==> src/rtl/pcap_pkg.sv <==
package pcap_pkg;

   typedef enum logic [1:0] {
      EDGE_OFF  = 2'd0,
      EDGE_RISE = 2'd1,
      EDGE_FALL = 2'd2,
      EDGE_ANY  = 2'd3
   } edge_sel_t;

   // True when a changed bit with new level lvl matches the selector.
   function automatic logic edge_hit(input logic [1:0] code, input logic lvl);
      logic r;
      case (edge_sel_t'(code))
         EDGE_OFF:  r = 1'b0;
         EDGE_RISE: r = lvl;
         EDGE_FALL: r = ~lvl;
         default:   r = 1'b1;
      endcase
      return r;
   endfunction

endpackage

==> src/rtl/pcap_masked_reg.sv <==
module pcap_masked_reg #(
   parameter int W = 8
) (
   input  logic         clk,
   input  logic         rst_n,
   input  logic         wr,
   input  logic [W-1:0] din,
   input  logic [W-1:0] wmask,
   output logic [W-1:0] q,
   output logic [W-1:0] nxt,
   output logic [W-1:0] chg
);

   assign nxt = (din & wmask) | (q & ~wmask);
   assign chg = wr ? (nxt ^ q) : '0;

   always_ff @(posedge clk or negedge rst_n) begin
      if (!rst_n)
         q <= '0;
      else if (wr)
         q <= nxt;
   end

endmodule

==> src/rtl/pcap_capture_ch.sv <==
module pcap_capture_ch #(
   parameter int TW = 16
) (
   input  logic          clk,
   input  logic          rst_n,
   input  logic          chg,
   input  logic          lvl,
   input  logic [1:0]    sel,
   input  logic          clr,
   input  logic [TW-1:0] tmr,
   output logic          flag,
   output logic [TW-1:0] hold,
   output logic          hit
);
   import pcap_pkg::*;

   assign hit = chg & edge_hit(sel, lvl);

   always_ff @(posedge clk or negedge rst_n) begin
      if (!rst_n) begin
         flag <= 1'b0;
         hold <= '0;
      end else begin
         flag <= hit | (flag & ~clr);
         if (hit)
            hold <= tmr;
      end
   end

endmodule

==> src/rtl/pcap_accum.sv <==
module pcap_accum #(
   parameter int AW = 8
) (
   input  logic          clk,
   input  logic          rst_n,
   input  logic          chg,
   input  logic          lvl,
   input  logic          en,
   input  logic          gated,
   input  logic          rise,
   input  logic          clr,
   output logic [AW-1:0] count,
   output logic          ovf_flag,
   output logic          ovf_hit
);

   localparam logic [AW-1:0] ONE = {{(AW-1){1'b0}}, 1'b1};

   logic inc;

   assign inc     = chg & en & ~gated & (rise ? lvl : ~lvl);
   assign ovf_hit = inc & (&count);

   always_ff @(posedge clk or negedge rst_n) begin
      if (!rst_n) begin
         count    <= '0;
         ovf_flag <= 1'b0;
      end else begin
         if (inc)
            count <= count + ONE;
         ovf_flag <= ovf_hit | (ovf_flag & ~clr);
      end
   end

endmodule

==> src/rtl/pcap_top.sv <==
module pcap_top #(
   parameter int          W          = 8,
   parameter int          TW         = 16,
   parameter int          NCAP       = 3,
   parameter int          AW         = 8,
   parameter int          PA_ACC_BIT = 7,
   parameter logic [W-1:0] PA_IN_MASK = 8'h03
) (
   input  logic               clk,
   input  logic               rst_n,
   input  logic               wr_a,
   input  logic [W-1:0]       ext_a,
   input  logic               wr_c,
   input  logic [W-1:0]       ext_c,
   input  logic               wr_d,
   input  logic [W-1:0]       ext_d,
   input  logic               pa7_out,
   input  logic               acc_en,
   input  logic               acc_gated,
   input  logic               acc_rise,
   input  logic [2*NCAP-1:0]  edge_cfg,
   input  logic [W-1:0]       dir_c,
   input  logic [W-1:0]       dir_d,
   input  logic [TW-1:0]      tmr_count,
   input  logic [NCAP-1:0]    cap_clr,
   input  logic               ovf_clr,
   output logic [W-1:0]       port_a,
   output logic [W-1:0]       port_c,
   output logic [W-1:0]       port_d,
   output logic [AW-1:0]      acc_count,
   output logic               ovf_flag,
   output logic [NCAP-1:0]    cap_flags,
   output logic [NCAP*TW-1:0] cap_bus,
   output logic               irq_eval
);

   localparam logic [W-1:0] ACC_BIT_MASK = {{(W-1){1'b0}}, 1'b1} << PA_ACC_BIT;

   // elaboration-time parameter checks
   if (NCAP < 1 || NCAP > W) begin : g_bad_ncap
      $error("pcap_top: NCAP must be between 1 and W");
   end
   if (PA_ACC_BIT < NCAP || PA_ACC_BIT >= W) begin : g_bad_accbit
      $error("pcap_top: PA_ACC_BIT must lie above the capture bits and inside W");
   end
   if (TW < 1 || AW < 2) begin : g_bad_width
      $error("pcap_top: TW and AW too small");
   end

   logic [W-1:0]    a_mask, a_nxt, a_chg;
   logic [W-1:0]    c_nxt, c_chg, d_nxt, d_chg;
   logic [NCAP-1:0] cap_hit;
   logic            ovf_hit;

   assign a_mask = PA_IN_MASK | (pa7_out ? '0 : ACC_BIT_MASK);

   pcap_masked_reg #(.W(W)) u_pa (
      .clk(clk), .rst_n(rst_n), .wr(wr_a), .din(ext_a), .wmask(a_mask),
      .q(port_a), .nxt(a_nxt), .chg(a_chg));

   pcap_masked_reg #(.W(W)) u_pc (
      .clk(clk), .rst_n(rst_n), .wr(wr_c), .din(ext_c), .wmask(dir_c),
      .q(port_c), .nxt(c_nxt), .chg(c_chg));

   pcap_masked_reg #(.W(W)) u_pd (
      .clk(clk), .rst_n(rst_n), .wr(wr_d), .din(ext_d), .wmask(dir_d),
      .q(port_d), .nxt(d_nxt), .chg(d_chg));

   pcap_accum #(.AW(AW)) u_acc (
      .clk(clk), .rst_n(rst_n),
      .chg(a_chg[PA_ACC_BIT]), .lvl(a_nxt[PA_ACC_BIT]),
      .en(acc_en), .gated(acc_gated), .rise(acc_rise), .clr(ovf_clr),
      .count(acc_count), .ovf_flag(ovf_flag), .ovf_hit(ovf_hit));

   // Port bit i feeds channel NCAP-i, held in slice NCAP-1-i of cap_bus.
   for (genvar i = 0; i < NCAP; i++) begin : g_cap
      localparam int SL = NCAP - 1 - i;
      pcap_capture_ch #(.TW(TW)) u_ch (
         .clk(clk), .rst_n(rst_n),
         .chg(a_chg[i]), .lvl(a_nxt[i]),
         .sel(edge_cfg[2*i+1 -: 2]), .clr(cap_clr[i]), .tmr(tmr_count),
         .flag(cap_flags[i]), .hold(cap_bus[SL*TW +: TW]), .hit(cap_hit[i]));
   end

   always_ff @(posedge clk or negedge rst_n) begin
      if (!rst_n)
         irq_eval <= 1'b0;
      else
         irq_eval <= (|cap_hit) | ovf_hit;
   end

endmodule

==> config.mk <==
export PLATFORM = sky130hd
export DESIGN_NAME = pcap_top
export DESIGN_NICKNAME = d
export VERILOG_FILES = /design/src/rtl/pcap_pkg.sv /design/src/rtl/pcap_masked_reg.sv /design/src/rtl/pcap_capture_ch.sv /design/src/rtl/pcap_accum.sv /design/src/rtl/pcap_top.sv
export SDC_FILE = /design/constraint.sdc
export NUM_CORES = 1
export LEC_CHECK = 0
export CAP_MARGIN = 20
export CORE_MARGIN = 5
export CORE_UTILIZATION = 50
export CTS_BUF_LIST = sky130_fd_sc_hd__clkbuf_4
export CTS_CLUSTER_DIAMETER = 200
export DETAILED_ROUTE_END_ITERATION = 10
export GPL_TIMING_DRIVEN = 0
export PLACE_DENSITY = 0.89
export SETUP_SLACK_MARGIN = 0.2
export SLEW_MARGIN = 25
export SYNTH_ARGS = -nofsm -noshare
export SYNTH_HDL_FRONTEND = slang
export SYNTH_HIERARCHICAL = 1
export SYNTH_SLANG_ARGS = --single-unit
==> constraint.sdc <==
create_clock -name clk -period 3.79 [get_ports clk]
set_input_delay 0.758 -clock clk [delete_from_list [all_inputs] [get_ports clk]]
set_output_delay 0.758 -clock clk [all_outputs]
set_load 0.03 [all_outputs]
# Word-level counts from Yosys, hierarchy flattened
# Index checks and enable logic that the tools add are counted.
[word_totals]
ff_bits = 85
inputBits = 75
out_inout_bits = 85
wordCells = 68
[classes]
n_addsub = 1
eq_ne = 6
n_mux = 6
n_bitwise = 38
reduce_logical = 5
[op_table]
columns = ["operator", "n"]
rows = [
  ["bitwise AND 8 bit", 6],
  ["inverter 8 bit", 3],
  ["OR 8 bit", 3],
  ["two-way mux 8 bit", 2],
  ["bitwise AND 1 bit", 11],
  ["inverter 1 bit", 9],
  ["case mux 1 bit (3 select lines)", 3],
  ["adder 8 x 1 -> 8 bit, second input constant", 1],
  ["AND reduction 8 bit", 1],
  ["XOR 8 bit", 1],
  ["equality test 2 x 1 -> 1 bit, second input constant", 3],
  ["equality test 2 bit, second input constant", 3],
  ["logical NOT 2 bit", 3],
  ["OR 1 bit", 5],
  ["OR reduction 3 bit", 1],
  ["two-way mux 1 bit", 1],
]

# Logic depth before layout (Yosys ltp)
[logic_depth]
depth_word = 11
ltp_mapped = 7
mapped_depth_nobuf = 7

# Cells and area by module
# The synthesis kept the hierarchy.
[by_module_without_submodules]
columns = ["mod", "instances", "cells_per_inst", "area_each_um2", "seq_area_each_um2"]
rows = [
  ["pcap_capture_ch", 3, 39, 694.4, 425.4],
  ["pcap_masked_reg", 3, 49, 546.8, 200.2],
  ["pcap_accum", 1, 38, 466.7, 225.2],
  ["pcap_top", 1, 5, 43.8, 25.0],
]

# Least setup slack after synthesis
# Ideal clock, no wire load.
[synth_timing]
path_kind = "in2reg"
start = "in ext_a[1]"
end = "reg irq_eval"
setup_time_ns = 0.139
arrival_time_ns = 2.073
required_time_ns = 3.651
path_slack_ns = 1.578
cell_stages = 6
n_path_buf = 1
cell_sequence = "mux2_2 -> mux2_4 -> nand2_4 -> buf_12 -> inv_1 -> or4_1"
[synth_between]
elab_chain_cells = 7
elab_cells_between_ends = 9
cone_classes = "mux (2); bitwise (6); reduce/logical (1)"
[synth_lines]
columns = ["item", "line_no", "rtl"]
rows = [
  ["from (decl)", "pcap_top.sv:12", "input logic [W-1:0] ext_a,"],
  ["bitwise AND 8 bit *", "pcap_masked_reg.sv:14", "assign nxt = (din & wmask) | (q & ~wmask);"],
  ["OR 8 bit *", "pcap_masked_reg.sv:14", ""],
  ["inverter 1 bit or XOR 8 bit (tied branches)", "pcap_pkg.sv:16, pcap_masked_reg.sv:15", ""],
  ["case mux 1 bit (3 select lines) or two-way mux 8 bit (tied branches)", "pcap_pkg.sv:13, pcap_masked_reg.sv:15", ""],
  ["bitwise AND 1 bit *", "pcap_capture_ch.sv:17", "assign hit = chg & edge_hit(sel, lvl);"],
  ["via cap_hit[1]", "pcap_top.sv:52", "logic [NCAP-1:0] cap_hit;"],
  ["OR reduction 3 bit *", "pcap_top.sv:89", "irq_eval <= (|cap_hit) | ovf_hit;"],
  ["OR 1 bit *", "pcap_top.sv:89", ""],
  ["to (signal assigned)", "pcap_top.sv:89", ""],
  ["to (decl)", "pcap_top.sv:34", "output logic irq_eval"],
]
# The timed path passes the listed nets; every way through them passes the cells marked *.
# A chain may end at the register's enable or synchronous reset.

# Worst setup path after layout
[layout_timing]
start = "reg u_acc.count[2]"
end = "out acc_count[2]"
[layout_rtl]
columns = ["item", "line_no", "rtl"]
rows = [
  ["from (decl)", "pcap_accum.sv:12", "output logic [AW-1:0] count,"],
  ["from (signal assigned)", "pcap_accum.sv:30", "count <= count + ONE;"],
  ["to (decl)", "pcap_top.sv:30", "output logic [AW-1:0] acc_count,"],
]
# No word-level cell between the ends.

==> impl_metrics.py <==
metrics = {
    "clock_tree": {
        "post_cts_buffers": 0,
        "cts.sinks": 85,
        "hold_buffers": 0,
        "cts-resized-gates": 0,
        "cts_tree": "done",
        "clock_latency_ns": 0.43,
        "path_clk_slew_ns": 0.14,
        "root_buffer": "clkbuf_4",
        "cts_buffers": 9,
        "cts_max_level": 3,
        "cts_buffer_depth": 2,
    },
    "floorplanning": {
        "start_util": 0.5154,
        "num_rows": 31,
        "die-width_um": 96.70,
        "die_area_mm2": 0.009351,
        "core_mm2": 0.007292,
        "dieHeight_um": 96.70,
        "ios": 160,
    },
    "setup_path": {
        "cpPeakStageDelay_ns": 0.72,
        "cp_max_fo": 6,
        "critPathKind": "reg2out",
        "crit_path_start_kind": "register",
        "crit_family": "buffers and inverters",
        "r2r_slack_ns": 2.04,
        "cp-end-kind": "primary output",
        "worstPathCellList": "clkdlybuf4s50_1",
        "path_buf_inv": 1,
        "crit_slowest_cell": "clkdlybuf4s50_1",
        "worst_ep_required_time_ns": 3.03,
        "cp.arrival_ns": 1.65,
    },
    "drt": {
        "via_per_inst": 4.922,
        "drc": 0,
        "num_vias": 2594,
        "drt_iter0_drc": 69,
        "dr.pass1.iters": 4,
        "antenna_left": 0,
        "wl_mm": 9.202,
        "wl_per_cell_um": 17.46,
    },
    "cells_and_area": {
        "drive_gt1_frac": 0.2640,
        "layout_commonest_cell": "clkdlybuf4s50_1",
        "syn_to_final_growth_pct": 50.70,
        "final_cell_mix": "155 x clkdlybuf4s50_1, 85 x dfrtp_1, 48 x mux2_4, 32 x mux2_2, 23 x nand2_1",
        "finalNetCount": 499,
        "diodes": 0,
    },
    "placed_design": {
        "pre_cts_ws_ns": 0.9670,
        "portBuffers": 156,
        "place_congestion": 0.8847,
        "hpwl_mm": 7.196,
    },
    "worst_hold_path": {
        "hold_path_class": "in2async",
    },
    "timing": {
        "fin_crit_ns": 2.408,
        "max_freq_ghz": 0.4152,
        "tightestPinTransition_ns": 0.5287,
        "slew_headroom": 0.6476,
        "whs_ns": 0.2834,
        "rsz0062_at_grt": "no",
        "finalHoldViolations": 0,
        "layout_worst_path_cycle_share": 0.6354,
        "fin_ws_ns": 1.382,
        "setup_viol": 0,
        "drv_slew": 0,
        "clock_skew_ns": 0.01859,
    },
    "global_routing": {
        "antenna_found_initial": 0,
        "grt_first_pass_wirelength_mm": 15.12,
        "grt_max_degree": 47,
        "grt_overflow": 0,
        "globalRouteTotalUtil": 0.2032,
        "grt_pass1_vias": 2867,
    },
    "synthesis": {
        "netlist_area_mm2": 0.003759,
        "yosys_warnings": 6,
        "syn_avg_cell_area_um2": 15.22,
        "synthCells": 247,
    },
    "run": {
        "cap_violations": 0,
    },
    "power_and_ir_drop": {
        "ir_drop_uv": 322.6,
        "power.total_mw": 3.484,
        "p_leak_nw": 2.628,
        "power_density_mw_per_mm2": 615.2,
    },
    "run_status": {
        "outcome": "finished clean",
    },
}
-- final cells by class --
type	count	area, um2
clock inverters	7	97.59
plain buffers	6	82.58
well taps	99	123.9
multi-input cells	156	1549
inverters	8	30.03
flip-flops and latches	85	2127
fillers	450	1628
clock buffers	9	67.56
repair buffers	157	1587
-- sequential cells by signal, indices dropped and copies added (netlist names) --
| register | flops |
|---|---|
| g_cap.u_ch/flag | 3 |
| g_cap.u_ch/hold | 48 |
| irq_eval | 1 |
| u_acc/count | 8 |
| u_acc/ovf_flag | 1 |
| u_pa/q | 8 |
| u_pc/q | 8 |
| u_pd/q | 8 |
-- power breakdown --
part           leakage [nW]  internal [mW]  total (mW)  switching (mW)
combinational          1.51          0.785        1.59           0.806
clock                0.0829          0.271       0.589           0.318
sequential             1.03           1.16        1.31           0.147
total                  2.63           2.21        3.48            1.27
-- metal layers --
layer / global-route usage / routed length, um / up-vias
met5: 0 / 0 / -
met4: 0.08531 / 206 / 0
met3: 0.07770 / 749 / 18
met2: 0.3376 / 4502 / 120
met1: 0.2347 / 3743 / 1259
li1: - / - / 1197
-- worst paths after layout --
check,start,end,depth (start not counted)
min,rst_n,g_cap[1].u_ch/hold[5],1
min in group clk,u_acc/count[7],u_acc/count[7],1
max in group asynchronous,rst_n,g_cap[0].u_ch/hold[10],2
min reg2reg,u_acc/count[7],u_acc/count[7],1
max,u_acc/count[2],acc_count[2],1
max reg2reg,u_pa/q[7],irq_eval,5
-- per-stage QoR --
step                  util  setup TNS [ns]  std cells  area, um2
floorplan                -               0        255       3789
global placement    0.7507          -82.39        510       5474
detailed placement  0.7541               0        511       5499
CTS                 0.7768               0        527       5664
global route        0.7768               0        527       5664
finish              0.7768               0        527       5664
Power figures use the tool's default switching activity.
